**config.mk**
```make
export PLATFORM = sky130hd
export DESIGN_NAME = lfspi_master
export DESIGN_NICKNAME = d
export VERILOG_FILES = /design/src/rtl/lfspi_pkg.sv /design/src/rtl/lfspi_fifo.sv /design/src/rtl/lfspi_tick.sv /design/src/rtl/lfspi_engine.sv /design/src/rtl/lfspi_master.sv
export SDC_FILE = /design/constraint.sdc
export NUM_CORES = 1
export LEC_CHECK = 0
export BUFFER_PORTS_ARGS = -buffer_cell sky130_fd_sc_hd__buf_4
export CORE_UTILIZATION = 29
export CTS_CLUSTER_SIZE = 12
export DETAILED_ROUTE_END_ITERATION = 6
export PLACE_DENSITY_LB_ADDON = 0.15
export SLEW_MARGIN = 10
export SYNTH_ARGS = -nofsm -noshare
export SYNTH_HDL_FRONTEND = slang
export SYNTH_SLANG_ARGS = --single-unit
```
**constraint.sdc**
```tcl
create_clock -name clk -period 14.6 [get_ports clk]
set_input_delay 1.46 -clock clk [delete_from_list [all_inputs] [get_ports clk]]
set_output_delay 1.46 -clock clk [all_outputs]
set_load 0.02 [all_outputs]
```
**src/rtl/lfspi_pkg.sv**
```systemverilog
package lfspi_pkg;

  typedef enum logic [2:0] {
    ST_IDLE  = 3'd0,
    ST_LOW   = 3'd1,
    ST_HIGH  = 3'd2,
    ST_STALL = 3'd3,
    ST_TAIL  = 3'd4
  } eng_state_t;

endpackage

```
**src/rtl/lfspi_fifo.sv**
```systemverilog
module lfspi_fifo #(
  parameter int W     = 32,
  parameter int DEPTH = 16
) (
  input  logic         clk,
  input  logic         rst,
  input  logic         push,
  input  logic [W-1:0] wdata,
  input  logic         pop,
  output logic [W-1:0] rdata,
  output logic         full,
  output logic         empty
);
  localparam int AW = (DEPTH > 1) ? $clog2(DEPTH) : 1;
  localparam int CW = $clog2(DEPTH + 1);

  logic [W-1:0]  mem [DEPTH];
  logic [AW-1:0] wr_ptr, rd_ptr;
  logic [CW-1:0] count;
  logic          wr_en, rd_en;

  assign wr_en = push && !full;
  assign rd_en = pop && !empty;
  assign full  = (count == CW'(DEPTH));
  assign empty = (count == '0);
  assign rdata = mem[rd_ptr];

  // Storage array without reset so it can map to RAM.
  always_ff @(posedge clk) begin
    if (wr_en) mem[wr_ptr] <= wdata;
  end

  always_ff @(posedge clk) begin
    if (rst) begin
      wr_ptr <= '0;
      rd_ptr <= '0;
      count  <= '0;
    end else begin
      if (wr_en) wr_ptr <= (wr_ptr == AW'(DEPTH - 1)) ? '0 : wr_ptr + 1'b1;
      if (rd_en) rd_ptr <= (rd_ptr == AW'(DEPTH - 1)) ? '0 : rd_ptr + 1'b1;
      case ({wr_en, rd_en})
        2'b10:   count <= count + 1'b1;
        2'b01:   count <= count - 1'b1;
        default: count <= count;
      endcase
    end
  end
endmodule

```
**src/rtl/lfspi_tick.sv**
```systemverilog
module lfspi_tick #(
  parameter int DIV = 2
) (
  input  logic clk,
  input  logic rst,
  input  logic run,
  output logic tick
);
  localparam int CW = (DIV > 1) ? $clog2(DIV) : 1;

  logic [CW-1:0] cnt;

  assign tick = run && (cnt == CW'(DIV - 1));

  always_ff @(posedge clk) begin
    if (rst || !run || tick) cnt <= '0;
    else                     cnt <= cnt + 1'b1;
  end
endmodule

```
**src/rtl/lfspi_engine.sv**
```systemverilog
module lfspi_engine
  import lfspi_pkg::*;
#(
  parameter int WORD_W = 32,
  parameter int SIZE_W = 12
) (
  input  logic              clk,
  input  logic              rst,
  input  logic [SIZE_W-1:0] len_m1,
  input  logic              tx_empty,
  input  logic [WORD_W-1:0] tx_data,
  input  logic              rx_full,
  input  logic              spi_miso,
  input  logic              tick,
  output logic              tx_pop,
  output logic              rx_push,
  output logic [WORD_W-1:0] rx_data,
  output logic              overrun,
  output logic              tick_run,
  output eng_state_t        state,
  output logic              sclk,
  output logic              mosi,
  output logic              cs_n
);
  localparam int REM_W = SIZE_W + 1;
  localparam int CNT_W = $clog2(WORD_W + 1);

  logic [REM_W-1:0]  frame_rem, rem_sel;
  logic [CNT_W-1:0]  word_left, ld_n;
  logic [WORD_W-1:0] tx_sr, rx_sr, ld_word, rx_next;
  logic              word_end, do_load;

  always_comb begin
    rem_sel  = (state == ST_IDLE) ? (REM_W'(len_m1) + REM_W'(1)) : frame_rem;
    ld_n     = (rem_sel > REM_W'(WORD_W)) ? CNT_W'(WORD_W) : rem_sel[CNT_W-1:0];
    // Left-justify the valid low bits so the shifter always sends bit WORD_W-1.
    ld_word  = tx_data << (CNT_W'(WORD_W) - ld_n);
    rx_next  = {rx_sr[WORD_W-2:0], spi_miso};
    word_end = (state == ST_HIGH) && tick && (word_left == '0);
    do_load  = !tx_empty &&
               ((state == ST_IDLE) || (state == ST_STALL) ||
                (word_end && (frame_rem != '0)));
    tx_pop   = do_load;
    tick_run = (state == ST_LOW) || (state == ST_HIGH) || (state == ST_TAIL);
  end

  always_ff @(posedge clk) begin
    if (rst) begin
      state     <= ST_IDLE;
      sclk      <= 1'b0;
      mosi      <= 1'b0;
      cs_n      <= 1'b1;
      frame_rem <= '0;
      word_left <= '0;
      tx_sr     <= '0;
      rx_sr     <= '0;
      rx_push   <= 1'b0;
      rx_data   <= '0;
      overrun   <= 1'b0;
    end else begin
      rx_push <= 1'b0;
      if (rx_push && rx_full) overrun <= 1'b1;

      if (do_load) begin
        tx_sr     <= ld_word;
        mosi      <= ld_word[WORD_W-1];
        word_left <= ld_n;
        frame_rem <= rem_sel - REM_W'(ld_n);
        rx_sr     <= '0;
        sclk      <= 1'b0;
        cs_n      <= 1'b0;
        state     <= ST_LOW;
      end else begin
        case (state)
          ST_LOW: if (tick) begin
            sclk      <= 1'b1;
            rx_sr     <= rx_next;
            word_left <= word_left - 1'b1;
            if (word_left == CNT_W'(1)) begin
              rx_push <= 1'b1;
              rx_data <= rx_next;
            end
            state <= ST_HIGH;
          end
          ST_HIGH: if (tick) begin
            sclk <= 1'b0;
            if (word_left != '0) begin
              tx_sr <= tx_sr << 1;
              mosi  <= tx_sr[WORD_W-2];
              state <= ST_LOW;
            end else if (frame_rem == '0) begin
              state <= ST_TAIL;
            end else begin
              state <= ST_STALL;
            end
          end
          ST_TAIL: if (tick) begin
            cs_n  <= 1'b1;
            mosi  <= 1'b0;
            state <= ST_IDLE;
          end
          default: ;
        endcase
      end
    end
  end
endmodule

```
**src/rtl/lfspi_master.sv**
```systemverilog
module lfspi_master
  import lfspi_pkg::*;
#(
  parameter int WORD_W        = 32,
  parameter int SIZE_W        = 12,
  parameter int FIFO_DEPTH    = 16,
  parameter int SCLK_HALF_DIV = 2
) (
  input  logic              clk,
  input  logic              rst,
  input  logic [SIZE_W-1:0] cfg_len_m1,
  input  logic              tx_push,
  input  logic [WORD_W-1:0] tx_word,
  output logic              tx_full,
  output logic              tx_empty,
  input  logic              rx_pop,
  output logic [WORD_W-1:0] rx_word,
  output logic              rx_full,
  output logic              rx_empty,
  output logic              rx_overrun,
  output logic              spi_sclk,
  output logic              spi_mosi,
  input  logic              spi_miso,
  output logic              spi_cs_n
);
  logic [WORD_W-1:0] tx_head, rx_data;
  logic              tx_pop, rx_push, tick, tick_run;
  eng_state_t        eng_state;

  lfspi_fifo #(.W(WORD_W), .DEPTH(FIFO_DEPTH)) u_tx_fifo (
    .clk(clk), .rst(rst), .push(tx_push), .wdata(tx_word), .pop(tx_pop),
    .rdata(tx_head), .full(tx_full), .empty(tx_empty)
  );

  lfspi_fifo #(.W(WORD_W), .DEPTH(FIFO_DEPTH)) u_rx_fifo (
    .clk(clk), .rst(rst), .push(rx_push), .wdata(rx_data), .pop(rx_pop),
    .rdata(rx_word), .full(rx_full), .empty(rx_empty)
  );

  lfspi_tick #(.DIV(SCLK_HALF_DIV)) u_tick (
    .clk(clk), .rst(rst), .run(tick_run), .tick(tick)
  );

  lfspi_engine #(.WORD_W(WORD_W), .SIZE_W(SIZE_W)) u_eng (
    .clk(clk), .rst(rst), .len_m1(cfg_len_m1), .tx_empty(tx_empty),
    .tx_data(tx_head), .rx_full(rx_full), .spi_miso(spi_miso), .tick(tick),
    .tx_pop(tx_pop), .rx_push(rx_push), .rx_data(rx_data),
    .overrun(rx_overrun), .tick_run(tick_run), .state(eng_state),
    .sclk(spi_sclk), .mosi(spi_mosi), .cs_n(spi_cs_n)
  );
endmodule

```
==> impl_results.md <==
- Simple-gate share of the synthesized area: 4.12%
- Final Critical Period: 7.03 ns
- TNS Setup: 0 ns
- Initial core utilization: 29.2%
- Clock root cell: clkbuf_16
- Clock slew at reported path FFs: 0.06 ns
- Antenna-violating nets left: 0
- Worst-path cell chain: buf_4 > ha_1 > or4_1 > o211a_1 > a2111oi_4 > and3_1 > inv_4 > ha_1 > clkinv_1 > mux4_2 > o21ai_0 > o21bai_1 > a311oi_1
- Final net count: 2772
- Commonest non-fill, non-tap cell in the layout: edfxtp_1
- Initial antenna violation count: 5
- Site row count: 148
- Core area: 163000 um^2
- Setup Fix Bufs, Post-CTS: 0
- Post-Layout Inst Area: 55300 um^2
- Final wirelength: 124 mm
- Post-route insts no fill: 4982
- Crit path largest cell delay: 1.09 ns
- Inserted Clock Buffers: 134
- Max_cap viols: 0
- Final Cycle Share: 48.1%
- Least-Margin Pin Slew: 1.12 ns
- Die W: 406 um
- First-pass GRT wire length: 180 mm
- P&R area growth vs syn: 16.5%
- Crit path top cell by count: ha_1
- Adder-cell share of the synthesized area: 0.691%
- Pwr Density: 158 nW/um^2
- Layout cell share with drive strength beyond 1: 27.2%
- DP HPWL: 65.6 mm
- CP required: 15.19 ns
- Prevailing post-synth register cell: edfxtp_1
- Clock skew: 0.0361 ns
- Post-synthesis average cell area: 18.5 um^2
- WP data arrival: 7.62 ns
- GRT Residual Overflow: 0
- Resize count post-CTS: 0
- Mux cell area share after synthesis: 17.6%
- DRC: 0
- Gr usage total: 15.1%
- Synth cell types: 72
- Comb pwr share: 18.2%
- IO Port Bufs: 88
- Total Power: 0.00873 W
- H-tree Lvls: 4
- Commonest non-fill, non-tap cells in the layout: 1024 x edfxtp_1, 343 x mux4_2, 197 x nand2_1
- Internal power: 0.00633 W
- Lkg Pwr: 17.0 nW
- Crit path capture type: register
- Sw Share: 27.4%
- I/O Pins: 89
- Main combinational cell family by area after synthesis: multiplexers
- DR WL/cell: 24.8 um
- Total clock sinks: 1180
- Net Count, Synth: 2640
- Compound-Gate Fraction of Synth Area: 4.01%
- Slowest-stage cell, CP: clkinv_1
- Crit Path Max Fanout: 24
- DIE HEIGHT: 406 um
- # fillers: 15400
- Via-per-instance ratio: 4.92
- CTS tree: done
- Largest net degree at the start of global routing: 75
- Inst Count DP: 4737
- Fmax: 0.142 GHz
- EDFF count, synth: 1024
- Mapped Cells: 2566
- Post-synthesis sequential element count: 1180
- First-pass iteration count of the detailed router: 6
- Clock share of power: 37.9%
- Synth Area in XOR/XNOR: 0.609%
- Switching pwr: 0.00239 W
- Via Count: 24500
- Fin. Hold Viols: 0
- Worst relative slew slack: 25.1%
- Synth warn: 0
- Post-DP Area: 50900 um^2
- Peak supply drop: 0.000115 V
- Final Setup Violations: 0
- Die area: 165000 um^2
- Insertion delay to the later sink of the worst-skew pair: 0.74 ns
- Min-delay worst type: reg -> reg
- Startpoint Class: primary input
- Crit Path Class: in -> reg
- Sequential share of power: 43.9%
- Synthesized area: 47400 um^2
- RSZ-0062 raised after global routing: no
- Iteration-0 DRC Markers: 1843
- RePlAce Congestion: 0.825
- Hold Buf Count CTS: 0
- Sequential fraction of the synthesis area: 71.4%
- Asr flop ratio synth: 0%
- Status: completed
- Vias in the first global route: 26100
- Slew Viols, Final: 0
- Clock tree buffer depth: 3
-- routing by layer --
| metal | share of wire [%] | up-vias | track usage (%) |
|---|---|---|---|
| li1 | - | 10700 | - |
| met3 | 4.0 | 200 | 2.70 |
| met5 | 0.025 | - | 0 |
| met2 | 53 | 591 | 27.4 |
| met4 | 2.2 | 6 | 4.27 |
| met1 | 40 | 13000 | 18.1 |
-- power by group through the flow --
stage | sequential (W) | combinational, W | clock (W)
3_5_place_dp | 0.00390 | 0.00160 | 0
6_report | 0.00383 | 0.00159 | 0.00331
4_1_cts | 0.00383 | 0.00160 | 0.00341
2_1_floorplan | 0.00385 | 0.00112 | 0
5_1_grt | 0.00384 | 0.00172 | 0.00353
3_3_place_gp | 0.00390 | 0.00159 | 0
-- critical path, delay by kind of cell --
family	cells	cell delay, ns
AO/OA/AOI/OAI	5	1.24
adder cells (fa/ha/maj)	2	1.19
buffers and inverters	3	1.48
multiplexers	1	0.82
AND/OR/NAND/NOR	2	1.42
-- path summary, 6_finish.rpt --
check	slack, ns	end	cells after the start	start
max	7.57	u_eng.tx_sr[25]$_SDFFE_PP0P_	13	cfg_len_m1[0]
min	0.47	u_eng.rx_data[7]$_SDFFE_PP0P_	2	u_eng.rx_sr[6]$_SDFFE_PP0P_
max reg2reg	7.68	u_eng.tx_sr[25]$_SDFFE_PP0P_	12	u_eng.state[0]$_SDFFE_PP0P_
min reg2reg	0.47	u_eng.rx_data[7]$_SDFFE_PP0P_	2	u_eng.rx_sr[6]$_SDFFE_PP0P_
-- synthesized netlist by cell type, types with 7 or more instances --
| cell type | n | share of area, % |
|---|---|---|
| o21bai_1 | 9 | 0.14 |
| dfxtp_1 | 156 | 6.6 |
| nor4_1 | 8 | 0.11 |
| mux2i_1 | 29 | 0.61 |
| nor2_1 | 112 | 0.89 |
| mux2_2 | 27 | 0.64 |
| xnor2_1 | 10 | 0.18 |
| nand3_1 | 14 | 0.15 |
| clkbuf_1 | 110 | 0.87 |
| inv_1 | 24 | 0.19 |
| a211oi_1 | 24 | 0.38 |
| or3_1 | 13 | 0.17 |
| nor3_1 | 46 | 0.49 |
| edfxtp_1 | 1024 | 65 |
| xor2_1 | 23 | 0.42 |
| a311oi_1 | 9 | 0.17 |
| nor2b_1 | 7 | 0.092 |
| buf_2 | 7 | 0.074 |
| ha_1 | 23 | 0.61 |
| nand2b_1 | 11 | 0.15 |
| o21ai_0 | 64 | 0.68 |
| mux4_2 | 343 | 16 |
| buf_1 | 30 | 0.24 |
| a21oi_1 | 127 | 1.3 |
| o211ai_1 | 17 | 0.27 |
| nand2_1 | 197 | 1.6 |
-- layout make-up --
class	count	area, um^2	share of cell area [%]
antenna	1	2.50	0.00453
clock buffer	182	3690	6.67
sequential	1180	33900	61.3
tap	2175	2720	4.93
multi-input combinational	1207	13100	23.6
clock inverter	62	672	1.22
timing repair buffer	148	1110	2.01
inverter	27	104	0.188
-- flip-flops by register name (all words and copies together), names as in the netlist, 5 cells and up, named ones only --
| signal | count |
|---|---|
| u_eng.word_left | 6 |
| u_tx_fifo.count | 5 |
| u_eng.tx_sr | 31 |
| u_eng.frame_rem | 13 |
| u_rx_fifo.mem | 512 |
| u_rx_fifo.count | 5 |
| u_eng.rx_data | 32 |
| u_eng.rx_sr | 31 |
| u_tx_fifo.mem | 512 |
-- kinds of logic after synthesis --
| kind of cell | count (synthesis) |
|---|---|
| AO/OA/AOI/OAI | 305 |
| XOR/XNOR | 33 |
| adder cells (fa/ha/maj) | 25 |
| buffers and inverters | 179 |
| flip-flops | 1180 |
| multiplexers | 402 |
| other | 1 |
| AND/OR/NAND/NOR | 441 |
-- through the flow --
step           setup WS (ns)  hold WS (ns)  util (%)
6_report                7.57         0.466      34.0
5_1_grt                 7.05         0.481      34.0
4_1_cts                 7.57         0.465      34.0
3_5_place_dp            6.75         0.459      31.3
3_3_place_gp            6.82         0.458      31.3
2_1_floorplan           9.03         0.432         -
Note: power is estimated with default switching activity, not from simulation.
